File: src/rtl/rng_csr_pkg.sv
package rng_csr_pkg;

    localparam int unsigned CTRL_OFS = 0;
    localparam int unsigned STAT_OFS = 4;

    // control word bit positions
    localparam int unsigned EN_BIT     = 2;
    localparam int unsigned IE_BIT     = 3;
    localparam int unsigned DETOFF_BIT = 5;
    localparam int unsigned CRST_BIT   = 30;
    localparam int unsigned LOCK_BIT   = 31;

    // status word bit positions
    localparam int unsigned RDY_BIT  = 0;
    localparam int unsigned CERR_BIT = 1;
    localparam int unsigned SERR_BIT = 2;
    localparam int unsigned CFLG_BIT = 5;
    localparam int unsigned SFLG_BIT = 6;

    typedef struct packed {
        logic lock;
        logic det_off;
        logic ie;
        logic en;
    } ctrl_t;

    typedef struct packed {
        logic sflg;
        logic cflg;
        logic serr;
        logic cerr;
    } flags_t;

endpackage

File: src/rtl/rng_edge_sync.sv
module rng_edge_sync #(
    parameter int unsigned STAGES = 2
) (
    input  logic clk_i,
    input  logic rst_ni,
    input  logic async_i,
    output logic rise_o
);
    localparam int unsigned W = STAGES + 1;

    logic [W-1:0] sh_d, sh_q;

    always_comb begin
        sh_d = {sh_q[W-2:0], async_i};
    end

    always_ff @(posedge clk_i or negedge rst_ni) begin
        if (!rst_ni) sh_q <= '0;
        else         sh_q <= sh_d;
    end

    assign rise_o = sh_q[W-2] & ~sh_q[W-1];

endmodule

File: src/rtl/rng_clk_mon.sv
module rng_clk_mon #(
    parameter int unsigned LIMIT = 32
) (
    input  logic clk_i,
    input  logic rst_ni,
    input  logic en_i,
    input  logic rise_i,
    output logic slow_o
);
    localparam int unsigned CNT_W = $clog2(LIMIT + 1);
    localparam logic [CNT_W-1:0] LIM = CNT_W'(LIMIT);

    typedef struct packed {
        logic [CNT_W-1:0] cnt;
        logic             slow;
    } mon_t;

    mon_t mon_d, mon_q;

    always_comb begin
        mon_d = mon_q;
        if (!en_i) begin
            mon_d = '0;
        end else if (rise_i) begin
            mon_d.cnt = '0;
            if (mon_q.cnt < LIM) mon_d.slow = 1'b0;
        end else if (mon_q.cnt != LIM) begin
            mon_d.cnt = mon_q.cnt + 1'b1;
            if (mon_d.cnt == LIM) mon_d.slow = 1'b1;
        end
    end

    always_ff @(posedge clk_i or negedge rst_ni) begin
        if (!rst_ni) mon_q <= '0;
        else         mon_q <= mon_d;
    end

    assign slow_o = mon_q.slow;

endmodule

File: src/rtl/rng_csr_regs.sv
module rng_csr_regs
    import rng_csr_pkg::*;
#(
    parameter int unsigned ADDR_W = 4,
    parameter int unsigned DATA_W = 32
) (
    input  logic              clk_i,
    input  logic              rst_ni,
    input  logic [ADDR_W-1:0] addr_i,
    input  logic              wr_en_i,
    input  logic [DATA_W-1:0] wdata_i,
    input  logic              data_ready_i,
    input  logic              seed_err_i,
    input  logic              slow_i,
    output logic [DATA_W-1:0] rdata_o,
    output logic              irq_o,
    output logic              mon_en_o,
    output ctrl_t             ctl_o,
    output flags_t            flg_o
);
    typedef struct packed {
        ctrl_t  ctl;
        flags_t flg;
    } regs_t;

    regs_t r_d, r_q;
    logic  ctl_sel, stat_sel, rdy;

    assign ctl_sel  = (addr_i == ADDR_W'(CTRL_OFS));
    assign stat_sel = (addr_i == ADDR_W'(STAT_OFS));
    assign rdy      = data_ready_i & r_q.ctl.en;

    always_comb begin
        r_d = r_q;
        if (wr_en_i && ctl_sel) begin
            r_d.ctl.en = wdata_i[EN_BIT];
            r_d.ctl.ie = wdata_i[IE_BIT];
            if (wdata_i[LOCK_BIT]) r_d.ctl.lock = 1'b1;
            if (wdata_i[CRST_BIT] && !r_q.ctl.lock && !r_q.ctl.en)
                r_d.ctl.det_off = wdata_i[DETOFF_BIT];
        end
        if (wr_en_i && stat_sel) begin
            if (!wdata_i[CFLG_BIT]) r_d.flg.cflg = 1'b0;
            if (!wdata_i[SFLG_BIT]) r_d.flg.sflg = 1'b0;
        end
        r_d.flg.cerr = slow_i & r_q.ctl.en & ~r_q.ctl.det_off;
        r_d.flg.serr = seed_err_i;
        if (r_d.flg.cerr && !r_q.flg.cerr) r_d.flg.cflg = 1'b1;
        if (r_d.flg.serr && !r_q.flg.serr) r_d.flg.sflg = 1'b1;
    end

    always_ff @(posedge clk_i or negedge rst_ni) begin
        if (!rst_ni) r_q <= '0;
        else         r_q <= r_d;
    end

    always_comb begin
        rdata_o = '0;
        if (ctl_sel) begin
            rdata_o[EN_BIT]     = r_q.ctl.en;
            rdata_o[IE_BIT]     = r_q.ctl.ie;
            rdata_o[DETOFF_BIT] = r_q.ctl.det_off;
            rdata_o[LOCK_BIT]   = r_q.ctl.lock;
        end else if (stat_sel) begin
            rdata_o[RDY_BIT]  = rdy;
            rdata_o[CERR_BIT] = r_q.flg.cerr;
            rdata_o[SERR_BIT] = r_q.flg.serr;
            rdata_o[CFLG_BIT] = r_q.flg.cflg;
            rdata_o[SFLG_BIT] = r_q.flg.sflg;
        end
    end

    assign irq_o    = r_q.ctl.ie & (rdy | r_q.flg.cflg | r_q.flg.sflg);
    assign mon_en_o = r_q.ctl.en & ~r_q.ctl.det_off;
    assign ctl_o    = r_q.ctl;
    assign flg_o    = r_q.flg;

endmodule

File: src/rtl/rng_csr.sv
module rng_csr
    import rng_csr_pkg::*;
#(
    parameter int unsigned ADDR_W      = 4,
    parameter int unsigned SYNC_STAGES = 2,
    parameter int unsigned SLOW_LIMIT  = 32
) (
    input  logic              clk_i,
    input  logic              rst_ni,
    input  logic              rng_clk_i,
    input  logic [ADDR_W-1:0] addr_i,
    input  logic              wr_en_i,
    input  logic [31:0]       wdata_i,
    output logic [31:0]       rdata_o,
    input  logic              data_ready_i,
    input  logic              seed_err_i,
    output logic              irq_o
);
    logic   rng_rise, slow, mon_en;
    ctrl_t  ctl_w;
    flags_t flg_w;

    rng_edge_sync #(.STAGES(SYNC_STAGES)) i_sync (
        .clk_i  (clk_i),
        .rst_ni (rst_ni),
        .async_i(rng_clk_i),
        .rise_o (rng_rise)
    );

    rng_clk_mon #(.LIMIT(SLOW_LIMIT)) i_mon (
        .clk_i (clk_i),
        .rst_ni(rst_ni),
        .en_i  (mon_en),
        .rise_i(rng_rise),
        .slow_o(slow)
    );

    rng_csr_regs #(.ADDR_W(ADDR_W), .DATA_W(32)) i_regs (
        .clk_i       (clk_i),
        .rst_ni      (rst_ni),
        .addr_i      (addr_i),
        .wr_en_i     (wr_en_i),
        .wdata_i     (wdata_i),
        .data_ready_i(data_ready_i),
        .seed_err_i  (seed_err_i),
        .slow_i      (slow),
        .rdata_o     (rdata_o),
        .irq_o       (irq_o),
        .mon_en_o    (mon_en),
        .ctl_o       (ctl_w),
        .flg_o       (flg_w)
    );

endmodule

File: config.mk
export PLATFORM = sky130hd
export DESIGN_NAME = rng_csr
export DESIGN_NICKNAME = d
export VERILOG_FILES = /design/src/rtl/rng_csr_pkg.sv /design/src/rtl/rng_edge_sync.sv /design/src/rtl/rng_clk_mon.sv /design/src/rtl/rng_csr_regs.sv /design/src/rtl/rng_csr.sv
export SDC_FILE = /design/constraint.sdc
export NUM_CORES = 1
export LEC_CHECK = 0
export ABC_AREA = 0
export BUFFER_PORTS_ARGS = -buffer_cell sky130_fd_sc_hd__buf_2
export CAP_MARGIN = 30
export CORE_MARGIN = 1.5
export CORE_UTILIZATION = 41
export CTS_CLUSTER_DIAMETER = 30
export DETAILED_ROUTE_END_ITERATION = 7
export HOLD_SLACK_MARGIN = 0.1
export PLACE_DENSITY = 0.89
export SYNTH_ARGS = -nofsm -noshare
export SYNTH_HDL_FRONTEND = slang
export SYNTH_SLANG_ARGS = --single-unit
File: constraint.sdc
create_clock -name clk_i -period 1.6 [get_ports clk_i]
set_input_delay 0.32 -clock clk_i [delete_from_list [all_inputs] [get_ports clk_i]]
set_output_delay 0.32 -clock clk_i [all_outputs]
set_load 0.005 [all_outputs]
==> impl_metrics.tcl, run 1 <==
set metrics [dict create \
    peakVddDrop_uv 539 \
    yosysTopAreaCell "dfrtp_1" \
    holdCritStartpoint "rng_clk_i" \
    antenna_found_initial 0 \
    port-buffer-count 23 \
    critical_path.slowest_cell "or4b_1" \
    crit_cells 4 \
    crit_path_end_kind "output port" \
    max_stage_delay_ps 540 \
    fin_crit_ps 1500 \
    ys_ff_latch 18 \
    worst-endpoint-required_ps 1280 \
    cts_setup_buffers 0 \
    cts-root-buf "clkbuf_4" \
    core_um2 2480 \
    post-route-period-util 0.940 \
    r2r-start "i_mon.mon_q[4]" \
    drt_wl_total_um 1910 \
    start_kind "input port" \
    rows 18 \
    rsz0062_at_grt "no" \
    drc 0 \
    cpLargestDelayFamily "simple AND/OR/NAND/NOR gates" \
    max_freq_mhz 665 \
    grt_max_degree 19 \
    ys_warn_count 0 \
    netlist_top_cells_count "25 x buf_4, 18 x dfrtp_1" \
    synth_cell_type_count 30 \
    cp-startpoint "addr_i[1]" \
    initialDrtViolationCount 6 \
    synth_flop_cell "dfrtp_1" \
    synth_most_common_cell "buf_4" \
    routedWlPerCell_um 11.2 \
    crit_chain "buf_2 > or4b_1 > nor2_1 > buf_2" \
    num-fill-cells 242 \
    vias 820 \
    async_reset_ff_frac 1.00 \
    crit_type "input port to output port" \
    io_pins 75 \
    finalHoldViolations 0 \
    hpwl_um 1540 \
    multiInputGateArea_um2 514 \
    post-route-util 0.483 \
    layout.nets 186 \
    maxCapViolations 0 \
    antenna_cells 0 \
    skew_ps 4.36 \
    arrival_ps 1180 \
    synth_area_leaders "dfrtp_1 42%, buf_4 17%, mux2_1 3.1%" \
    synthesis.area_um2 1080 \
    synth_edf_count 0 \
    finalSetupViolCount 0 \
    die_h_um 54.4 \
    syn_to_final_growth_pct 10.8 \
    cts_buffers 3 \
    syn_area_per_cell_um2 9.65 \
    cts_resized 0 \
    power_density_nw_per_um2 825 \
    clockBufferDepth 2 \
    critical_path_buf_inv_count 2 \
    cts_tree "built" \
    viasPerCell 4.80 \
    leakagePower_nw 0.612 \
    insertion_delay_ps 290 \
    synthCells 112 \
    path_clk_slew_ps 100 \
    place_congestion 0.894 \
    crit_top_cell "buf_2" \
    ff2ff_path_depth 3 \
    grt_pass1_wl_um 3080 \
    grt_pass1_vias 778 \
    final_layout_size_suffix_gt1_frac 0.234 \
    cp_max_fo 3 \
    fin_setup_tns_ps 0 \
    track_usage 0.144 \
    worstHoldPathType "input port to flop" \
    slew_viol_final 0 \
    status "finished, final reports clean" \
    holdPathStages 1 \
    dieArea_um2 2950 \
    start_util 0.436 \
    hold_buffers 1 \
    final_antenna_net_count 0 \
    synth_top_cell_area_share 0.417 \
    first_pass_iters 4 \
    overflow 0 \
    h-tree-depth 1 \
    regArea_um2 450 \
    cts.sinks 18 \
    synth-seq-area-share 0.417 \
    die_w_um 54.4 \
]
-- power breakdown --
group | internal, mW | total (mW) | switching [mW]
sequential | 0.497 | 0.535 | 0.0376
clock | 0.139 | 0.276 | 0.138
combinational | 0.0786 | 0.177 | 0.0986
total | 0.714 | 0.988 | 0.274
-- logic make-up after synthesis --
| group | synth area share |
|---|---|
| simple gates | 0.208 |
| fa+ha+maj | 0.0231 |
| compound gates | 0.0741 |
| buf+inv | 0.191 |
| flops | 0.417 |
| mux | 0.0590 |
| other cells | 0.00347 |
| xor+xnor | 0.0243 |
-- layout make-up --
cell class                 instances  area share
tap                               30      0.0313
sequential                        18       0.376
inverter                           5      0.0157
multi-input combinational         88       0.429
clock buffer                       4      0.0303
timing repair buffer              26       0.117
-- routing by layer --
layer | up-vias | share of wire | track usage
met5 | - | 0 | 0
li1 | 388 | - | -
met2 | 47 | 0.51 | 0.299
met1 | 383 | 0.38 | 0.134
met3 | 2 | 0.094 | 0.0410
met4 | 0 | 0.012 | 0.0292
-- cell usage in the layout (no fill, tap or decap), types with 2 or more instances in the layout --
cell type   n
a21oi_1     3
and2_2      2
and3_1      2
buf_2      23
buf_4       2
clkbuf_4    3
conb_1     25
dfrtp_1    18
ha_1        2
inv_1       5
mux2_1      3
mux2i_1     3
nand2_1     5
nand2b_1    5
nand3_1     4
nor2_1      4
nor2b_1     4
nor3_1      5
nor3b_1     2
o21ai_0     3
o21ai_1     4
xor2_1      2
-- through the flow --
step	power, mW	setup slack [ps]	std cells	cell area, µm²	hold slack (ps)
global placement	0.706	102	166	1150	260
finish	0.988	95.3	171	1200	121
floorplan	0.689	283	136	1170	24.4
CTS	1.00	92.8	171	1200	121
detailed placement	0.721	98.9	166	1150	269
global route	1.06	26.2	171	1200	107
-- sequential cells by signal, indices dropped and copies added (netlist names) --
| signal | count |
|---|---|
| i_mon.mon_q | 6 |
| i_mon.slow_o | 1 |
| i_regs.flg_o | 4 |
| i_sync.sh_q | 3 |
| i_regs.ctl_o | 4 |
-- path summary, 6_finish.rpt --
path / endpoint / slack [ps]
setup / recovery: rdata_o[0] / 100
hold / removal: i_sync.sh_q[0] / 120
setup reg to reg: i_mon.slow_o / 210
hold reg to reg: i_sync.sh_q[1] / 360
max in group asynchronous: i_regs.flg_o[3] / 850
min in group asynchronous: i_mon.mon_q[2] / 470
(Power assumes the default switching activity.)
==> inputs of run 2 (changes only) <==
--- a/config.mk
+++ b/config.mk
@@ -9,11 +9,11 @@
 export BUFFER_PORTS_ARGS = -buffer_cell sky130_fd_sc_hd__buf_2
 export CAP_MARGIN = 30
 export CORE_MARGIN = 1.5
-export CORE_UTILIZATION = 41
+export CORE_UTILIZATION = 37
 export CTS_CLUSTER_DIAMETER = 30
 export DETAILED_ROUTE_END_ITERATION = 7
 export HOLD_SLACK_MARGIN = 0.1
-export PLACE_DENSITY = 0.89
+export PLACE_DENSITY = 0.85
 export SYNTH_ARGS = -nofsm -noshare
 export SYNTH_HDL_FRONTEND = slang
 export SYNTH_SLANG_ARGS = --single-unit
==> constraint.sdc (replaced) <==
create_clock -name clk_i -period 1.25 [get_ports clk_i]
set_input_delay 0.25 -clock clk_i [delete_from_list [all_inputs] [get_ports clk_i]]
set_output_delay 0.25 -clock clk_i [all_outputs]
set_load 0.005 [all_outputs]
==> impl_metrics.tcl, run 2 (synthesized netlist as in run 1, its figures left out) <==
set metrics [dict create \
    status "finished with violations" \
    violations "negative setup slack" \
    vias 873 \
    h-tree-depth 1 \
    finalNonFillerCells 185 \
    path_clk_slew_ps 90 \
    post-route-period-util 1.13 \
    viasPerCell 4.72 \
    skew_ps 3.38 \
    ff2ff_path_depth 3 \
    layout_commonest_cell "conb_1" \
    r2r-start "i_regs.ctl_o[0]" \
    fin_setup_tns_ps -466 \
    peakVddDrop_uv 799 \
    holdCritStartpoint "wdata_i[3]" \
    track_usage 0.136 \
    io_pins 75 \
    finalSetupViolCount 6 \
    finalPower_mw 1.37 \
    worst-endpoint-required_ps 1000 \
    die_h_um 57.1 \
    overflow 0 \
    place_congestion 0.822 \
    first_pass_iters 4 \
    power_density_nw_per_um2 978 \
    drt_wl_total_um 2370 \
    clockBufferDepth 2 \
    start_util 0.392 \
    dieArea_um2 3250 \
    final_antenna_net_count 0 \
    fin_crit_ps 1420 \
    antenna_found_initial 0 \
    dp_cells 171 \
    r2r_setup_slack_ps 10 \
    cts-root-buf "clkbuf_4" \
    port-buffer-count 23 \
    min_to "i_regs.ctl_o[1]" \
    setup_ws_ps -167 \
    cts_buffers 3 \
    core_um2 2760 \
    cts.sinks 18 \
    top_register "i_mon.mon_q" \
    final_layout_size_suffix_gt1_frac 0.370 \
    num-fill-cells 246 \
    post-route-util 0.509 \
    grt_max_degree 19 \
    finalHoldViolations 0 \
    syn_to_final_growth_pct 29.9 \
    drc 0 \
    routedWlPerCell_um 12.8 \
    grt_pass1_wl_um 3390 \
    grt_pass1_vias 759 \
    rr_endpoint "i_regs.ctl_o[2]" \
    max_stage_delay_ps 540 \
    rows 19 \
    layout.nets 199 \
    layout_common_cells "25 x conb_1, 16 x dfrtp_1, 16 x buf_2, 12 x buf_4, 7 x buf_6" \
    worstHoldPathType "input port to flop" \
    crit_path_end_kind "output port" \
    arrival_ps 1170 \
    holdPathStages 2 \
    crit_chain "buf_8 > or4b_4 > nor2_2 > buf_2" \
    crit_type "input port to output port" \
    start_kind "input port" \
    antenna_cells 0 \
    rsz0062_at_grt "yes" \
    initialDrtViolationCount 36 \
    insertion_delay_ps 300 \
    maxCapViolations 0 \
    largest_reg_flops 6 \
    cts_tree "built" \
    die_w_um 57.1 \
    slew_viol_final 0 \
    critical_path.slowest_cell "or4b_4" \
    dp_slack_ps -161 \
    hpwl_um 1410 \
    cp_max_fo 3 \
    max_freq_mhz 706 \
    cp-startpoint "addr_i[1]" \
    leakagePower_nw 0.698 \
]
==> run 2: worst max path at each step <==
stage                       to  slack [ps]  cells past startpoint
3_5_place_dp        rdata_o[0]        -160                      4
5_1_grt             rdata_o[0]        -170                      4
3_3_place_gp        rdata_o[0]        -170                      4
2_1_floorplan  i_regs.ctl_o[0]          70                      3
4_1_cts                  irq_o        -110                      3
6_report            rdata_o[0]        -170                      4
==> run 2: layout make-up <==
cell class	count	area (µm²)	area share
multi-input cells	88	563	0.401
well taps	31	38.8	0.0276
clock buffers	4	36.3	0.0258
flip-flops and latches	18	453	0.323
inverters	5	18.8	0.0134
repair buffers	39	294	0.209
==> run 2: metrics by stage <==
step / instance area (µm²) / hold slack [ps]
final: 1400 / 163
after global routing: 1400 / 147
after CTS: 1320 / 160
after detailed placement: 1180 / 193
after global placement: 1180 / 194
after floorplan: 1170 / -45.6
==> run 2: worst max-delay path, delay by kind of cell <==
family	cells	cell delay [ps]
and+or+nand+nor	2	660
buffers and inverters	2	250
==> run 2: power by group <==
part           switching, mW  internal [mW]  total, mW
registers             0.0526          0.638      0.690
clock network          0.178          0.178      0.356
logic                  0.162          0.163      0.326
total                  0.393          0.979       1.37
==> run 2: repair_timing <==
action | in CTS | in global routing
pin swaps | 2 | 4
setup buffers | 6 | 1
gates resized for setup | 7 | 21
setup endpoints to repair | 7 | 16
hold buffers | 3 | 0
endpoints found under the hold margin | 20 | 0
==> run 2: metal layers <==
metal	share of wire	up-vias	track usage
met4	0.024	0	0.0498
li1	-	411	-
met2	0.55	36	0.218
met3	0.048	5	0.0431
met1	0.38	421	0.173
met5	0	-	0
